## src/rtl/sar_seq_pkg.sv

```systemverilog
// Shared definitions for the successive-approximation sequencer.
// Assumes: register fields decoded in the top module only.
package sar_seq_pkg;

    typedef enum logic [1:0] {
        ST_IDLE    = 2'd0,
        ST_SYNC    = 2'd1,
        ST_CONV    = 2'd2,
        ST_RECOVER = 2'd3
    } seq_state_t;

    // Write address map.
    localparam logic [1:0] ADDR_CTL  = 2'd0;
    localparam logic [1:0] ADDR_HI   = 2'd1;
    localparam logic [1:0] ADDR_LO   = 2'd2;
    localparam logic [1:0] ADDR_FLAG = 2'd3;

    // Control byte field positions.
    localparam int CTL_START_BIT = 0;
    localparam int CTL_EN_BIT    = 1;
    localparam int CTL_FMT_BIT   = 2;
    localparam int CTL_DIV_LSB   = 3;

endpackage

```

## src/rtl/sar_tad_prescaler.sv

```systemverilog
// TAD tick generator: divides the system clock by 2^(1+2*sel),
// with sel clamped to SEL_MAX. Assumes run_i low holds the counter at zero.
module sar_tad_prescaler #(
    parameter int SEL_W   = 2,
    parameter int SEL_MAX = 2
) (
    input  logic             clk,
    input  logic             rst_n,
    input  logic             run_i,
    input  logic             clr_i,
    input  logic [SEL_W-1:0] sel_i,
    output logic             tick_o
);
    localparam int CNT_W = 1 + 2 * SEL_MAX;

    logic [CNT_W-1:0] cnt_q;
    logic [CNT_W-1:0] limit;
    int               sel_eff;

    // Terminal count for the selected divide.
    always_comb begin
        sel_eff = (int'(sel_i) > SEL_MAX) ? SEL_MAX : int'(sel_i);
        limit   = CNT_W'((1 << (1 + 2 * sel_eff)) - 1);
    end

    assign tick_o = run_i && (cnt_q >= limit);

    // Phase counter, restarted on clear, wrap or idle.
    always_ff @(posedge clk) begin
        if (!rst_n) begin
            cnt_q <= '0;
        end else if (!run_i || clr_i || tick_o) begin
            cnt_q <= '0;
        end else begin
            cnt_q <= cnt_q + 1'b1;
        end
    end

    // Divide is at least two, so ticks never come back to back.
    assert_tick_spacing_R1: assert property (@(posedge clk) disable iff (!rst_n)
        tick_o |=> !tick_o);

endmodule

```

## src/rtl/sar_approx_core.sv

```systemverilog
// Conversion state machine and trial-code register.
// One setup TAD, then one bit per TAD from the top bit down; a fixed
// recovery of REC_TADS ticks follows an abort.
// Assumes: dis_i, abort_i and start_i come from one decoded write.
module sar_approx_core
    import sar_seq_pkg::*;
#(
    parameter int RES_W    = 10,
    parameter int REC_TADS = 2
) (
    input  logic             clk,
    input  logic             rst_n,
    input  logic             en_i,
    input  logic             dis_i,
    input  logic             abort_i,
    input  logic             start_i,
    input  logic             tick_i,
    input  logic             cmp_i,
    output logic             go_o,
    output logic             idle_o,
    output logic             hold_o,
    output logic             track_o,
    output logic             done_o,
    output logic [RES_W-1:0] trial_o,
    output logic [RES_W-1:0] result_o
);
    localparam int                STEP_W    = $clog2(RES_W + 1);
    localparam int                REC_W     = $clog2(REC_TADS + 1);
    localparam logic [STEP_W-1:0] LAST_STEP = STEP_W'(RES_W);
    localparam logic [REC_W-1:0]  LAST_REC  = REC_W'(REC_TADS - 1);

    seq_state_t        state_q;
    logic [STEP_W-1:0] step_q;
    logic [REC_W-1:0]  rec_q;
    logic [RES_W-1:0]  code_q;
    logic [RES_W-1:0]  code_n;
    logic              go_q;
    logic              hold_q;

    // Next trial code: settle the bit under test, raise the one below.
    always_comb begin
        code_n = code_q;
        for (int i = 0; i < RES_W; i++) begin
            if (int'(step_q) + i == RES_W)     code_n[i] = cmp_i;
            if (int'(step_q) + i == RES_W - 1) code_n[i] = 1'b1;
        end
    end

    assign done_o   = (state_q == ST_CONV) && tick_i && (step_q == LAST_STEP)
                      && !dis_i && !abort_i;
    assign result_o = code_n;
    assign trial_o  = code_q;
    assign go_o     = go_q;
    assign hold_o   = hold_q;
    assign idle_o   = (state_q == ST_IDLE);
    assign track_o  = en_i && ((state_q == ST_IDLE) || (state_q == ST_SYNC));

    // Sequencing: disable, then abort, then start, then TAD-paced steps.
    always_ff @(posedge clk) begin
        if (!rst_n) begin
            state_q <= ST_IDLE;
            step_q  <= '0;
            rec_q   <= '0;
            code_q  <= '0;
            go_q    <= 1'b0;
            hold_q  <= 1'b0;
        end else if (dis_i) begin
            state_q <= ST_IDLE;
            go_q    <= 1'b0;
            hold_q  <= 1'b0;
        end else if (abort_i) begin
            state_q <= ST_RECOVER;
            rec_q   <= '0;
            go_q    <= 1'b0;
            hold_q  <= 1'b0;
        end else if (start_i) begin
            state_q <= ST_SYNC;
            go_q    <= 1'b1;
        end else if (tick_i) begin
            case (state_q)
                ST_SYNC: begin
                    state_q <= ST_CONV;
                    step_q  <= '0;
                    code_q  <= '0;
                    hold_q  <= 1'b1;
                end
                ST_CONV: begin
                    code_q <= code_n;
                    step_q <= step_q + 1'b1;
                    if (step_q == LAST_STEP) begin
                        state_q <= ST_IDLE;
                        go_q    <= 1'b0;
                        hold_q  <= 1'b0;
                    end
                end
                ST_RECOVER: begin
                    rec_q <= rec_q + 1'b1;
                    if (rec_q == LAST_REC) state_q <= ST_IDLE;
                end
                default: ;
            endcase
        end
    end

    assert_hold_in_conv_R13: assert property (@(posedge clk) disable iff (!rst_n)
        hold_q |-> (state_q == ST_CONV));

    assert_recover_no_start_R8: assert property (@(posedge clk) disable iff (!rst_n)
        (state_q == ST_RECOVER) |=> (state_q != ST_SYNC));

    assert_abort_to_recover_R7: assert property (@(posedge clk) disable iff (!rst_n)
        (abort_i && !dis_i) |=> (state_q == ST_RECOVER) && !go_q);

    assert_go_clears_at_done_R4: assert property (@(posedge clk) disable iff (!rst_n)
        done_o |=> !go_q && !hold_q);

endmodule

```

## src/rtl/sar_result_regs.sv

```systemverilog
// Result pair and completion flag. Packs a finished code left or right
// justified with zero padding; software may load either byte or the flag.
// Assumes BYTE_W < RES_W < 2*BYTE_W; completion beats a same-edge write.
module sar_result_regs #(
    parameter int RES_W  = 10,
    parameter int BYTE_W = 8
) (
    input  logic              clk,
    input  logic              rst_n,
    input  logic              commit_i,
    input  logic [RES_W-1:0]  value_i,
    input  logic              fmt_i,
    input  logic              hi_we_i,
    input  logic              lo_we_i,
    input  logic              flag_we_i,
    input  logic [BYTE_W-1:0] wdata_i,
    output logic [BYTE_W-1:0] hi_o,
    output logic [BYTE_W-1:0] lo_o,
    output logic              flag_o
);
    localparam int PAIR_W = 2 * BYTE_W;
    localparam int PAD_W  = PAIR_W - RES_W;

    logic [PAIR_W-1:0] packed_v;

    // Justification: format 1 right aligned, format 0 left aligned.
    always_comb begin
        if (fmt_i) packed_v = {{PAD_W{1'b0}}, value_i};
        else       packed_v = {value_i, {PAD_W{1'b0}}};
    end

    // High byte register.
    always_ff @(posedge clk) begin
        if (!rst_n)        hi_o <= '0;
        else if (commit_i) hi_o <= packed_v[PAIR_W-1:BYTE_W];
        else if (hi_we_i)  hi_o <= wdata_i;
    end

    // Low byte register.
    always_ff @(posedge clk) begin
        if (!rst_n)        lo_o <= '0;
        else if (commit_i) lo_o <= packed_v[BYTE_W-1:0];
        else if (lo_we_i)  lo_o <= wdata_i;
    end

    // Sticky completion flag.
    always_ff @(posedge clk) begin
        if (!rst_n)         flag_o <= 1'b0;
        else if (commit_i)  flag_o <= 1'b1;
        else if (flag_we_i) flag_o <= wdata_i[0];
    end

    assert_done_sets_flag_R4: assert property (@(posedge clk) disable iff (!rst_n)
        commit_i |=> flag_o);

    assert_left_pad_zero_R5: assert property (@(posedge clk) disable iff (!rst_n)
        (commit_i && !fmt_i) |=> (lo_o[PAD_W-1:0] == '0));

    assert_right_pad_zero_R6: assert property (@(posedge clk) disable iff (!rst_n)
        (commit_i && fmt_i) |=> (hi_o[BYTE_W-1:RES_W-BYTE_W] == '0));

endmodule

```

## src/rtl/sar_seq.sv

```systemverilog
// Top of the conversion sequencer: decodes the write port into the
// control register and command pulses, and ties prescaler, core and
// result registers together. Assumes one write per cycle.
module sar_seq
    import sar_seq_pkg::*;
#(
    parameter int RES_W     = 10,
    parameter int BYTE_W    = 8,
    parameter int DIV_SEL_W = 2,
    parameter int DIV_MAX   = 2,
    parameter int REC_TADS  = 2
) (
    input  logic              clk,
    input  logic              rst_n,
    input  logic              wr_en_i,
    input  logic [1:0]        wr_addr_i,
    input  logic [BYTE_W-1:0] wr_data_i,
    input  logic              cmp_i,
    output logic              go_o,
    output logic [BYTE_W-1:0] res_hi_o,
    output logic [BYTE_W-1:0] res_lo_o,
    output logic              flag_o,
    output logic [RES_W-1:0]  trial_o,
    output logic              hold_o,
    output logic              track_o
);
    logic                 en_q;
    logic                 fmt_q;
    logic [DIV_SEL_W-1:0] sel_q;
    logic                 ctl_wr;
    logic                 dis_cmd;
    logic                 abort_cmd;
    logic                 start_cmd;
    logic                 tick;
    logic                 idle;
    logic                 done;
    logic [RES_W-1:0]     result;

    // Command decode from a control write.
    always_comb begin
        ctl_wr    = wr_en_i && (wr_addr_i == ADDR_CTL);
        dis_cmd   = ctl_wr && !wr_data_i[CTL_EN_BIT];
        abort_cmd = ctl_wr && wr_data_i[CTL_EN_BIT] && !wr_data_i[CTL_START_BIT] && go_o;
        start_cmd = ctl_wr && wr_data_i[CTL_EN_BIT] && wr_data_i[CTL_START_BIT]
                    && en_q && idle;
    end

    // Control fields held between writes.
    always_ff @(posedge clk) begin
        if (!rst_n) begin
            en_q  <= 1'b0;
            fmt_q <= 1'b0;
            sel_q <= '0;
        end else if (ctl_wr) begin
            en_q  <= wr_data_i[CTL_EN_BIT];
            fmt_q <= wr_data_i[CTL_FMT_BIT];
            sel_q <= wr_data_i[CTL_DIV_LSB +: DIV_SEL_W];
        end
    end

    sar_tad_prescaler #(
        .SEL_W  (DIV_SEL_W),
        .SEL_MAX(DIV_MAX)
    ) u_pre (
        .clk   (clk),
        .rst_n (rst_n),
        .run_i (en_q),
        .clr_i (abort_cmd),
        .sel_i (sel_q),
        .tick_o(tick)
    );

    sar_approx_core #(
        .RES_W   (RES_W),
        .REC_TADS(REC_TADS)
    ) u_core (
        .clk     (clk),
        .rst_n   (rst_n),
        .en_i    (en_q),
        .dis_i   (dis_cmd),
        .abort_i (abort_cmd),
        .start_i (start_cmd),
        .tick_i  (tick),
        .cmp_i   (cmp_i),
        .go_o    (go_o),
        .idle_o  (idle),
        .hold_o  (hold_o),
        .track_o (track_o),
        .done_o  (done),
        .trial_o (trial_o),
        .result_o(result)
    );

    sar_result_regs #(
        .RES_W (RES_W),
        .BYTE_W(BYTE_W)
    ) u_res (
        .clk      (clk),
        .rst_n    (rst_n),
        .commit_i (done),
        .value_i  (result),
        .fmt_i    (fmt_q),
        .hi_we_i  (wr_en_i && (wr_addr_i == ADDR_HI)),
        .lo_we_i  (wr_en_i && (wr_addr_i == ADDR_LO)),
        .flag_we_i(wr_en_i && (wr_addr_i == ADDR_FLAG)),
        .wdata_i  (wr_data_i),
        .hi_o     (res_hi_o),
        .lo_o     (res_lo_o),
        .flag_o   (flag_o)
    );

    assert_abort_keeps_result_R7: assert property (@(posedge clk) disable iff (!rst_n)
        abort_cmd |=> $stable(res_hi_o) && $stable(res_lo_o) && $stable(flag_o));

    assert_enable_write_no_start_R10: assert property (@(posedge clk) disable iff (!rst_n)
        (ctl_wr && !en_q) |=> !go_o);

    assert_disabled_holds_result_R9: assert property (@(posedge clk) disable iff (!rst_n)
        (!en_q && !wr_en_i) |=> $stable(res_hi_o) && $stable(res_lo_o));

endmodule

```

## config.mk

```make
export PLATFORM = sky130hd
export DESIGN_NAME = sar_seq
export DESIGN_NICKNAME = d
export VERILOG_FILES = /design/src/rtl/sar_seq_pkg.sv /design/src/rtl/sar_tad_prescaler.sv /design/src/rtl/sar_approx_core.sv /design/src/rtl/sar_result_regs.sv /design/src/rtl/sar_seq.sv
export SDC_FILE = /design/constraint.sdc
export NUM_CORES = 1
export LEC_CHECK = 0
export ABC_AREA = 1
export BUFFER_PORTS_ARGS = -buffer_cell sky130_fd_sc_hd__buf_2
export CAP_MARGIN = 40
export CORE_MARGIN = 1.5
export CORE_UTILIZATION = 52
export CTS_CLUSTER_SIZE = 40
export DETAILED_ROUTE_END_ITERATION = 10
export PLACE_DENSITY_LB_ADDON = 0.05
export SYNTH_ARGS = -nofsm -noshare
export SYNTH_HDL_FRONTEND = slang
export SYNTH_SLANG_ARGS = --single-unit
export TNS_END_PERCENT = 50
```

## constraint.sdc

```tcl
create_clock -name clk -period 2.1 [get_ports clk]
set_input_delay 0 -clock clk [delete_from_list [all_inputs] [get_ports clk]]
set_output_delay 0 -clock clk [all_outputs]
set_load 0.02 [all_outputs]
```

# --- Word level (Yosys, flattened, before mapping) ---
# Cells that the tools add are included.
word_totals:
  register_bits: 46
  word_cells: 157
op_classes:
  n_addsub: 14
  n_mux: 45
  reduce_logical: 46
  n_eq_ne: 32
  order_cmp: 2
  n_shift: 1
  bitwise: 4
ops:
  columns: ["cell", "n"]
  rows:
  - ["32-bit by 5-bit == test with 1-bit output, second input constant", 18]
  - ["2-bit by 32-bit adder with 32-bit output, first input constant", 1]
  - ["8-bit 2-to-1 mux", 4]
  - ["1-bit by 32-bit << shifter with 5-bit output, first input constant", 1]
  - ["1-bit 2-to-1 mux", 26]
  - ["4-bit by 3-bit adder with 5-bit output, second input constant", 4]
  - ["2-bit 2-to-1 mux", 10]
  - ["10-bit case mux with 2 select lines", 1]
  - ["2-bit nonzero test", 9]
  - ["1-bit logical AND", 17]
  - ["16-bit 2-to-1 mux", 1]
  - ["4-bit == test, second input constant", 3]
  - ["4-bit AND reduction", 3]
  - ["4-bit by 2-bit adder with 5-bit output, second input constant", 2]
  - ["4-bit by 4-bit adder with 5-bit output, second input constant", 2]
  - ["2-bit == test, second input constant", 4]
  - ["4-bit case mux with 2 select lines", 1]
  - ["2-bit by 1-bit == test with 1-bit output, second input constant", 3]
  - ["2-bit case mux with 3 select lines", 1]
  - ["4-bit by 1-bit adder with 5-bit output, second input constant", 1]
  - ["5-bit by 1-bit adder with 5-bit output, second input constant", 1]
  - ["5-bit >= comparator", 1]
  - ["1-bit logical NOT", 5]
  - ["5-bit AND reduction", 1]
  - ["other kinds (17)", 24]

# --- Longest topological paths before layout ---
# Gate-level depths: netlist (run 1).
logic_depth:
  depth_word: 12
  depth_mapped: 17

# --- Cells and area by module ---
# Synthesis (run 1) repeated with hierarchy kept, for this count alone.
hier_totals:
  hier_cells: 453
  hier_area_um2: 2990.4
modules_own_cells:
  columns: ["module", "area_each_um2", "seq_area_each_um2", "instances", "cells_each"]
  rows:
  - ["sar_approx_core", 1555.2, 400.4, 1, 235]
  - ["sar_result_regs", 878.3, 340.3, 1, 139]
  - ["sar_tad_prescaler", 314.1, 100.1, 1, 41]
  - ["sar_seq", 242.7, 80.1, 1, 38]

# --- Worst setup path after synthesis (run 1) ---
# No wires, ideal clock.
synth_path:
  path_type: "register to register"
  startpoint: "register sel_q[0]"
  endpoint: "register u_core.code_q[7] (netlist: u_core.trial_o[7])"
  arrival_ps: 1980
  setup_slack_ps: 48
  t_required_ps: 2029
  n_path_buf: 1
  stages_incl_launch_ff: 18
  synth_period_minus_slack_ps: 2052
  setup_time_ps: 71
  path_cell_list: "dfxtp_1 -> nor2_2 -> inv_1 -> ha_1 -> ha_1 -> inv_1 -> nor2_1 -> nand2_1 -> nand2_1 -> nand2_2 -> nand2_4 -> nand2_4 -> clkinv_4 -> nand2_8 -> nor2_8 -> buf_12 -> nand2_2 -> a21oi_2"
synth_between:
  elab_chain_cells: 8
synth_lines:
  columns: ["item", "line_no", "text"]
  rows:
  - ["start, declared", "sar_seq.sv:29", "logic [DIV_SEL_W-1:0] sel_q;"]
  - ["start signal, assigned", "sar_seq.sv:57", "sel_q <= wr_data_i[CTL_DIV_LSB +: DIV_SEL_W];"]
  - ["2-bit greater-than comparator", "sar_tad_prescaler.sv:22", "sel_eff = (int'(sel_i) > SEL_MAX) ? SEL_MAX : int'(sel_i);"]
  - ["2-bit 2-to-1 mux *", "sar_tad_prescaler.sv:22", null]
  - ["2-bit by 32-bit adder with 32-bit output *", "sar_tad_prescaler.sv:23", "limit = CNT_W'((1 << (1 + 2 * sel_eff)) - 1);"]
  - ["1-bit by 32-bit << shifter with 5-bit output *", "sar_tad_prescaler.sv:23", null]
  - ["5-bit by 2-bit subtractor with 5-bit output *", "sar_tad_prescaler.sv:23", null]
  - ["5-bit >= comparator *", "sar_tad_prescaler.sv:26", "assign tick_o = run_i && (cnt_q >= limit);"]
  - ["1-bit logical AND *", "sar_tad_prescaler.sv:26", null]
  - ["5-bit AND reduction (no line) *", null, null]
  - ["end signal, assigned", "sar_approx_core.sv:88", "code_q <= code_n;"]
  - ["end, declared", "sar_approx_core.sv:35", "logic [RES_W-1:0] code_q;"]
# Mark *: on every way between the ends. The rest lies on a longest branch, timed or not.
# A chain may end at the register's enable or synchronous reset.

# --- Worst setup path in the final report (run 1) ---
layout_path:
  startpoint: "register sel_q[1]"
  endpoint: "register u_res.hi_o[2]"
layout_between:
  elab_chain_cells: 12
layout_lines:
  columns: ["item", "line_no", "text"]
  rows:
  - ["2-bit greater-than comparator", "sar_tad_prescaler.sv:22", null]
  - ["2-bit 2-to-1 mux *", "sar_tad_prescaler.sv:22", null]
  - ["2-bit by 32-bit adder with 32-bit output *", "sar_tad_prescaler.sv:23", null]
  - ["1-bit by 32-bit << shifter with 5-bit output *", "sar_tad_prescaler.sv:23", null]
  - ["5-bit by 2-bit subtractor with 5-bit output *", "sar_tad_prescaler.sv:23", null]
  - ["5-bit >= comparator *", "sar_tad_prescaler.sv:26", null]
  - ["1-bit logical AND *", "sar_tad_prescaler.sv:26", null]
  - ["1-bit logical AND * (2 in a row)", "sar_approx_core.sv:49", "assign done_o = (state_q == ST_CONV) && tick_i && (step_q == LAST_STEP)"]
  - ["1-bit logical AND * (2 in a row)", "sar_approx_core.sv:50", "&& !dis_i && !abort_i;"]
  - ["8-bit 2-to-1 mux / 2-bit nonzero test (equally long branches)", null, null]
  - ["end signal, assigned", "sar_result_regs.sv:35", "else if (commit_i) hi_o <= packed_v[PAIR_W-1:BYTE_W];"]
  - ["end signal, assigned", "sar_result_regs.sv:36", "else if (hi_we_i) hi_o <= wdata_i;"]
  - ["end, declared", "sar_result_regs.sv:17", "output logic [BYTE_W-1:0] hi_o,"]
# Marked as above.

==> flow_metrics.tcl, run 1 <==
set metrics [dict create \
    status "complete, but fails checks" \
    violations "setup timing" \
    crit_required_ns 2.34 \
    clockBufferDepth 2 \
    cts-root-buf "clkbuf_8" \
    clock_latency_ns 0.30 \
    dr.pass1.iters 4 \
    setup_tns_ns -1.79 \
    synthTopCellsByArea "dfxtp_1, nand2_1, ha_1" \
    cp_max_fo 8 \
    synth_nets 468 \
    viasPerCell 5.21 \
    synth_top_area_share_pct 30.2 \
    period_share_pct 105 \
    synth_area_sq_um 3050 \
    cts_max_level 2 \
    cts_tree "done" \
    crit_type "reg -> reg" \
    critPathSlowestCell "dfxtp_2" \
    die_h_um 79.6 \
    areaGrowthSynthToFinish_pct 22.2 \
    fin_ws_ns -0.115 \
    finClkSkew_ns 0.00716 \
    ir_drop_v 0.000313 \
    p_leak_nw 1.78 \
    arrival_ns 2.45 \
    cts_buffers 5 \
    power_per_cell_area_nw_per_um2 467 \
    critPathMaxStageDelay_ns 0.33 \
    rsz0062_at_grt "true" \
    gp_congestion 0.867 \
    slew_headroom_pct 74.5 \
    drcViolationCount 0 \
    grt_max_degree 24 \
    finalHoldViolCount 0 \
    nets 535 \
    layout_common_cells "nand2_1, inv_1, dfxtp_1, buf_2, o21ai_0" \
    placed_area_sq_um 3430 \
    maxCapViolCount 0 \
    worst-slew-pin-transition_ns 0.379 \
    totalWireLength_um 7280 \
    initial_core_util_pct 54.7 \
    synth-edff-count 0 \
    port_buffers 43 \
    vias 2981 \
    synth-async-reset-ratio_pct 0 \
    rows 27 \
    synth_top_area_cell "dfxtp_1" \
    num_io_pins 44 \
    grt_pass1_vias 2628 \
    finalCriticalPeriod_ns 2.21 \
    dp_hpwl_um 5420 \
    post_drt_wl_per_cell_um 12.7 \
    grt-ovfl-total 0 \
    synth_area_per_cell_sq_um 7.06 \
    ys_ff_latch 46 \
    cp_common_cell "inv_1" \
    synth_warnings 0 \
    setup.worst_path.start_class "register" \
    hold_path_class "in -> reg" \
    diodes 0 \
    nFillCells 528 \
    core_area_sq_um 5570 \
    die-width_um 79.6 \
    finalPower_mw 1.74 \
    die_area_sq_um 6330 \
    cts_sinks 46 \
    path_cells "nor2_2, inv_1, ha_1, ha_1, inv_1, nor2_2, nand2_1, nand2_1, nand2_2, nand2_4, nand3_4, nor2_4, clkbuf_16, nand3_2, nand2_2, inv_1, nor2_1" \
    grt_usage_pct 23.5 \
    drive_gt1_share_pct 30.0 \
    setup_violations 28 \
    endpoint_kind "register" \
    rrSetupSlack_ns -0.11 \
    syn_inst 432 \
    drt_iter0_markers 153 \
    synth_top_flop_cell "dfxtp_1" \
    pre_cts_ws_ns -0.141 \
    fin_area_sq_um 3730 \
    synth.distinct_cells 44 \
    maxSlewViolCount 0 \
    antenna_found_initial 0 \
    antenna_left 0 \
    max_freq_mhz 452 \
    layout_commonest_cell "nand2_1" \
    ys_seq_area_share_pct 30.2 \
    grt_pass1_wl_um 11800 \
    clk_pin_slew_ns 0.09 \
]
-- worst paths after layout --
path,cells past startpoint,from,end
setup / recovery,17,sel_q[1],u_res.hi_o[2]
hold / removal,3,wr_data_i[2],fmt_q
setup reg to reg,17,sel_q[1],u_res.hi_o[2]
hold reg to reg,1,u_pre.cnt_q[0],u_pre.cnt_q[0]
-- report_power, final --
part / internal (mW) / switching [mW]
clock network: 0.357 / 0.305
logic: 0.0610 / 0.114
registers: 0.892 / 0.0123
-- sequential cells by signal, summed over array words and instances, names as in the netlist --
signal,flops
u_core.rec_q,2
en_q,1
sel_q,2
u_res.hi_o,8
u_core.step_q,4
u_res.lo_o,8
u_pre.cnt_q,5
fmt_q,1
u_core.go_o,1
u_core.hold_o,1
u_res.flag_o,1
u_core.trial_o,10
u_core.state_q,2
-- cells in the mapped netlist (3+ instances only) --
| library cell | count |
|---|---|
| buf_6 | 4 |
| nand3_1 | 30 |
| nand2_2 | 11 |
| nand4_1 | 6 |
| xor2_1 | 3 |
| clkbuf_1 | 3 |
| nor3_1 | 3 |
| nor2_2 | 9 |
| inv_1 | 52 |
| nor2_1 | 30 |
| a21oi_1 | 22 |
| dfxtp_1 | 46 |
| ha_1 | 22 |
| inv_2 | 3 |
| nand2_1 | 109 |
| a21oi_2 | 11 |
| o21ai_0 | 33 |
-- timing repair --
action                                  in CTS  in global routing
buffers inserted                             3                  3
hold endpoints to repair                     1                  0
pin swaps                                    1                 18
gates cloned                                 0                  1
resized for setup                            7                 23
hold buffers                                 1                  0
endpoints found under the setup margin      30                 41
-- area by class of cell --
cell class | instances | area [sq um] | share of cell area, %
inverter | 60 | 240 | 6.44
multi-input combinational | 314 | 1860 | 49.9
clock buffer | 7 | 76.3 | 2.05
sequential | 46 | 923 | 24.8
tap | 72 | 90.1 | 2.42
timing repair buffer | 72 | 507 | 13.6
clock inverter | 1 | 30.0 | 0.805
-- logic make-up after synthesis --
family / share of synthesized area (%)
adder cells (fa/ha/maj): 9.02
XOR/XNOR: 0.862
AND/OR/NAND/NOR: 33.1
multiplexers: 0.328
AO/OA/AOI/OAI: 15.1
flip-flops: 30.2
buffers and inverters: 11.4
-- per-stage QoR --
stage	hold WS, ns	std cells	utilization, %
2_1_floorplan	0.135	432	-
3_3_place_gp	0.276	556	61.5
3_5_place_dp	0.283	556	61.5
4_1_cts	0.0357	568	64.8
5_1_grt	0.0786	572	66.9
6_report	0.0475	572	66.9
-- worst max-delay path: cells and delay by family, from the launching register on --
kind,cells,cell delay [ns]
buffers and inverters,4,0.30
AND/OR/NAND/NOR,11,0.95
flip-flops,1,0.33
adder cells (fa/ha/maj),2,0.57
-- metal layers --
| layer | share of wire (%) | vias up | global-route usage [%] |
|---|---|---|---|
| li1 | - | 1520 | - |
| met1 | 48 | 1371 | 31.7 |
| met2 | 46 | 79 | 38.5 |
| met3 | 4.6 | 11 | 4.00 |
| met4 | 1.2 | 0 | 6.49 |
| met5 | 0 | - | 0 |
No activity file was read; power rests on OpenSTA's default activity.
==> inputs of run 2 (changes only) <==
Settings changed: CORE_MARGIN 1.5 to not set, HOLD_SLACK_MARGIN set to 0.12, SKIP_CTS_REPAIR_TIMING set to 1.
==> run 2 against run 1 <==
The flow still finishes with violations (setup timing). Routed wire length up 1.4%. Worst hold slack improved by 0.054 ns. Die area decreased by 2.5%. Design area is 2.5% higher. Register-to-register slack improved by 0.02 ns.
==> flow_metrics.tcl, run 2 (same netlist as run 1, synthesis figures left out) <==
set metrics [dict create \
    min_path_cells 5 \
    post_drt_wl_per_cell_um 12.8 \
    finalHoldViolCount 0 \
    cts_max_level 2 \
    layout.cells.non_filler 576 \
    diodes 0 \
    fin_ws_ns -0.0951 \
    p_leak_nw 1.85 \
    cts_tree "done" \
    grt_max_degree 24 \
    p_sw_mw 0.419 \
    cts_sinks 46 \
    crit_required_ns 2.29 \
    rows 27 \
    fin_util_pct 68.6 \
    finalCriticalPeriod_ns 2.20 \
    placedCellCount 555 \
    cts-root-buf "clkbuf_8" \
    die-width_um 78.6 \
    dr.pass1.iters 4 \
    clk_pin_slew_ns 0.09 \
    port_buffers 43 \
    drive_gt1_share_pct 30.0 \
    grt_usage_pct 24.6 \
    layout_commonest_cell "nand2_1" \
    period_share_pct 105 \
    maxCapViolCount 0 \
    cts_buffers 5 \
    holdPathEnd "u_res.lo_o[1]" \
    die_area_sq_um 6180 \
    rrSetupSlack_ns -0.1 \
    vias 2963 \
    rsz0062_at_grt "true" \
    finClkSkew_ns 0.00977 \
    r2r-end "u_res.hi_o[2]" \
    antenna_left 0 \
    r2r-start "sel_q[0]" \
    cp_max_fo 11 \
    pre_cts_ws_ns -0.112 \
    hp-start "wr_data_i[1]" \
    grt_pass1_wl_um 12000 \
    clockPowerShare_pct 38.3 \
    maxSlewViolCount 0 \
    status "complete, but fails checks" \
    nets 540 \
    totalWireLength_um 7380 \
    endpoint_kind "register" \
    setup.worst_path.start_class "register" \
    sw_frac_of_total_pct 23.8 \
    slew_headroom_pct 72.6 \
    drt_iter0_markers 136 \
    max_freq_mhz 456 \
    arrival_ns 2.38 \
    power_per_cell_area_nw_per_um2 460 \
    grt-ovfl-total 0 \
    violations "setup timing" \
    crit_type "reg -> reg" \
    setup_violations 28 \
    power_frac_seq_pct 51.4 \
    dp_hpwl_um 5440 \
    viasPerCell 5.14 \
    die_h_um 78.6 \
    rr_worst_depth 17 \
    layout_common_cells "nand2_1, inv_1, dfxtp_1, buf_2" \
    core_area_sq_um 5570 \
    clock_latency_ns 0.30 \
    num_io_pins 44 \
    largest_register_ffs 10 \
    ir_drop_v 0.000310 \
    grt_pass1_vias 2608 \
    clockBufferDepth 2 \
    antenna_found_initial 0 \
    worst-slew-pin-transition_ns 0.408 \
    areaGrowthSynthToFinish_pct 25.3 \
    fin_hold_ws_ns 0.102 \
    gp_congestion 0.838 \
    drcViolationCount 0 \
    initial_core_util_pct 54.7 \
    p_int_mw 1.34 \
    hold_path_class "in -> reg" \
    pwr-share-comb_pct 10.3 \
]
-- run 2: cell types whose count changed in the layout (fill, tap and decap cells not counted), moves of 3 or more --
cell / delta
dlygate4sd3_1: +6
o21ai_0: -9
o21ai_2: +5
buf_4: -6
buf_6: +4
o21ai_1: +4
nand3_1: +3
-- run 2: area by class of cell --
type                            instances  area (sq um)
Multi-Input combinational cell        314          1870
Fill cell                             496          1750
Sequential cell                        46           923
Inverter                               60           240
Timing Repair Buffer                   77           587
Clock buffer                            6          82.6
Clock inverter                          1          30.0
Tap cell                               72          90.1
-- run 2: power by group through the flow --
stage	registers, mW	logic, mW	clock network [mW]
2_1_floorplan	0.942	0.0868	0
3_3_place_gp	0.924	0.162	0
3_5_place_dp	0.924	0.163	0
4_1_cts	0.904	0.164	0.690
5_1_grt	0.907	0.200	0.731
6_report	0.904	0.181	0.673
-- run 2: through the flow --
stage / setup TNS (ns) / total power [mW] / instance area [sq um]
finish: -1.82 / 1.76 / 3820
global route: -7.28 / 1.84 / 3820
CTS: -2.47 / 1.76 / 3540
detailed placement: -1.69 / 1.09 / 3420
global placement: -0.273 / 1.09 / 3420
floorplan: 0 / 1.03 / 3050
-- run 2: critical path: stages, from the launching register on --
cell	delay, ns
dfxtp_2	0.34
nor2_2	0.12
inv_1	0.05
ha_1	0.27
ha_1	0.27
inv_1	0.03
nor2_1	0.09
nand2_1	0.05
nand2_1	0.06
nand2_2	0.06
nand2_4	0.08
nand4_1	0.10
buf_6	0.16
clkbuf_16	0.16
o21ai_0	0.07
nand2_1	0.08
inv_1	0.05
nor2_1	0.03
-- run 2: worst max-delay path by stage --
stage / slack [ns] / cells after the start / startpoint / to
detailed placement: -0.11 / 15 / sel_q[0] / u_res.hi_o[7]
floorplan: 0.05 / 17 / sel_q[0] / u_core.trial_o[7]
global placement: -0.05 / 15 / sel_q[0] / u_res.hi_o[1]
CTS: -0.14 / 15 / sel_q[0] / u_res.hi_o[1]
global route: -0.25 / 17 / sel_q[0] / u_res.lo_o[5]
finish: -0.1 / 17 / sel_q[0] / u_res.hi_o[2]
-- run 2: layer usage --
layer	part of all wire, %	global-route usage [%]	vias up
met3	3.9	4.19	6
met4	0.95	7.78	0
met5	0	0	-
li1	-	-	1529
met2	48	39.2	71
met1	48	33.6	1357
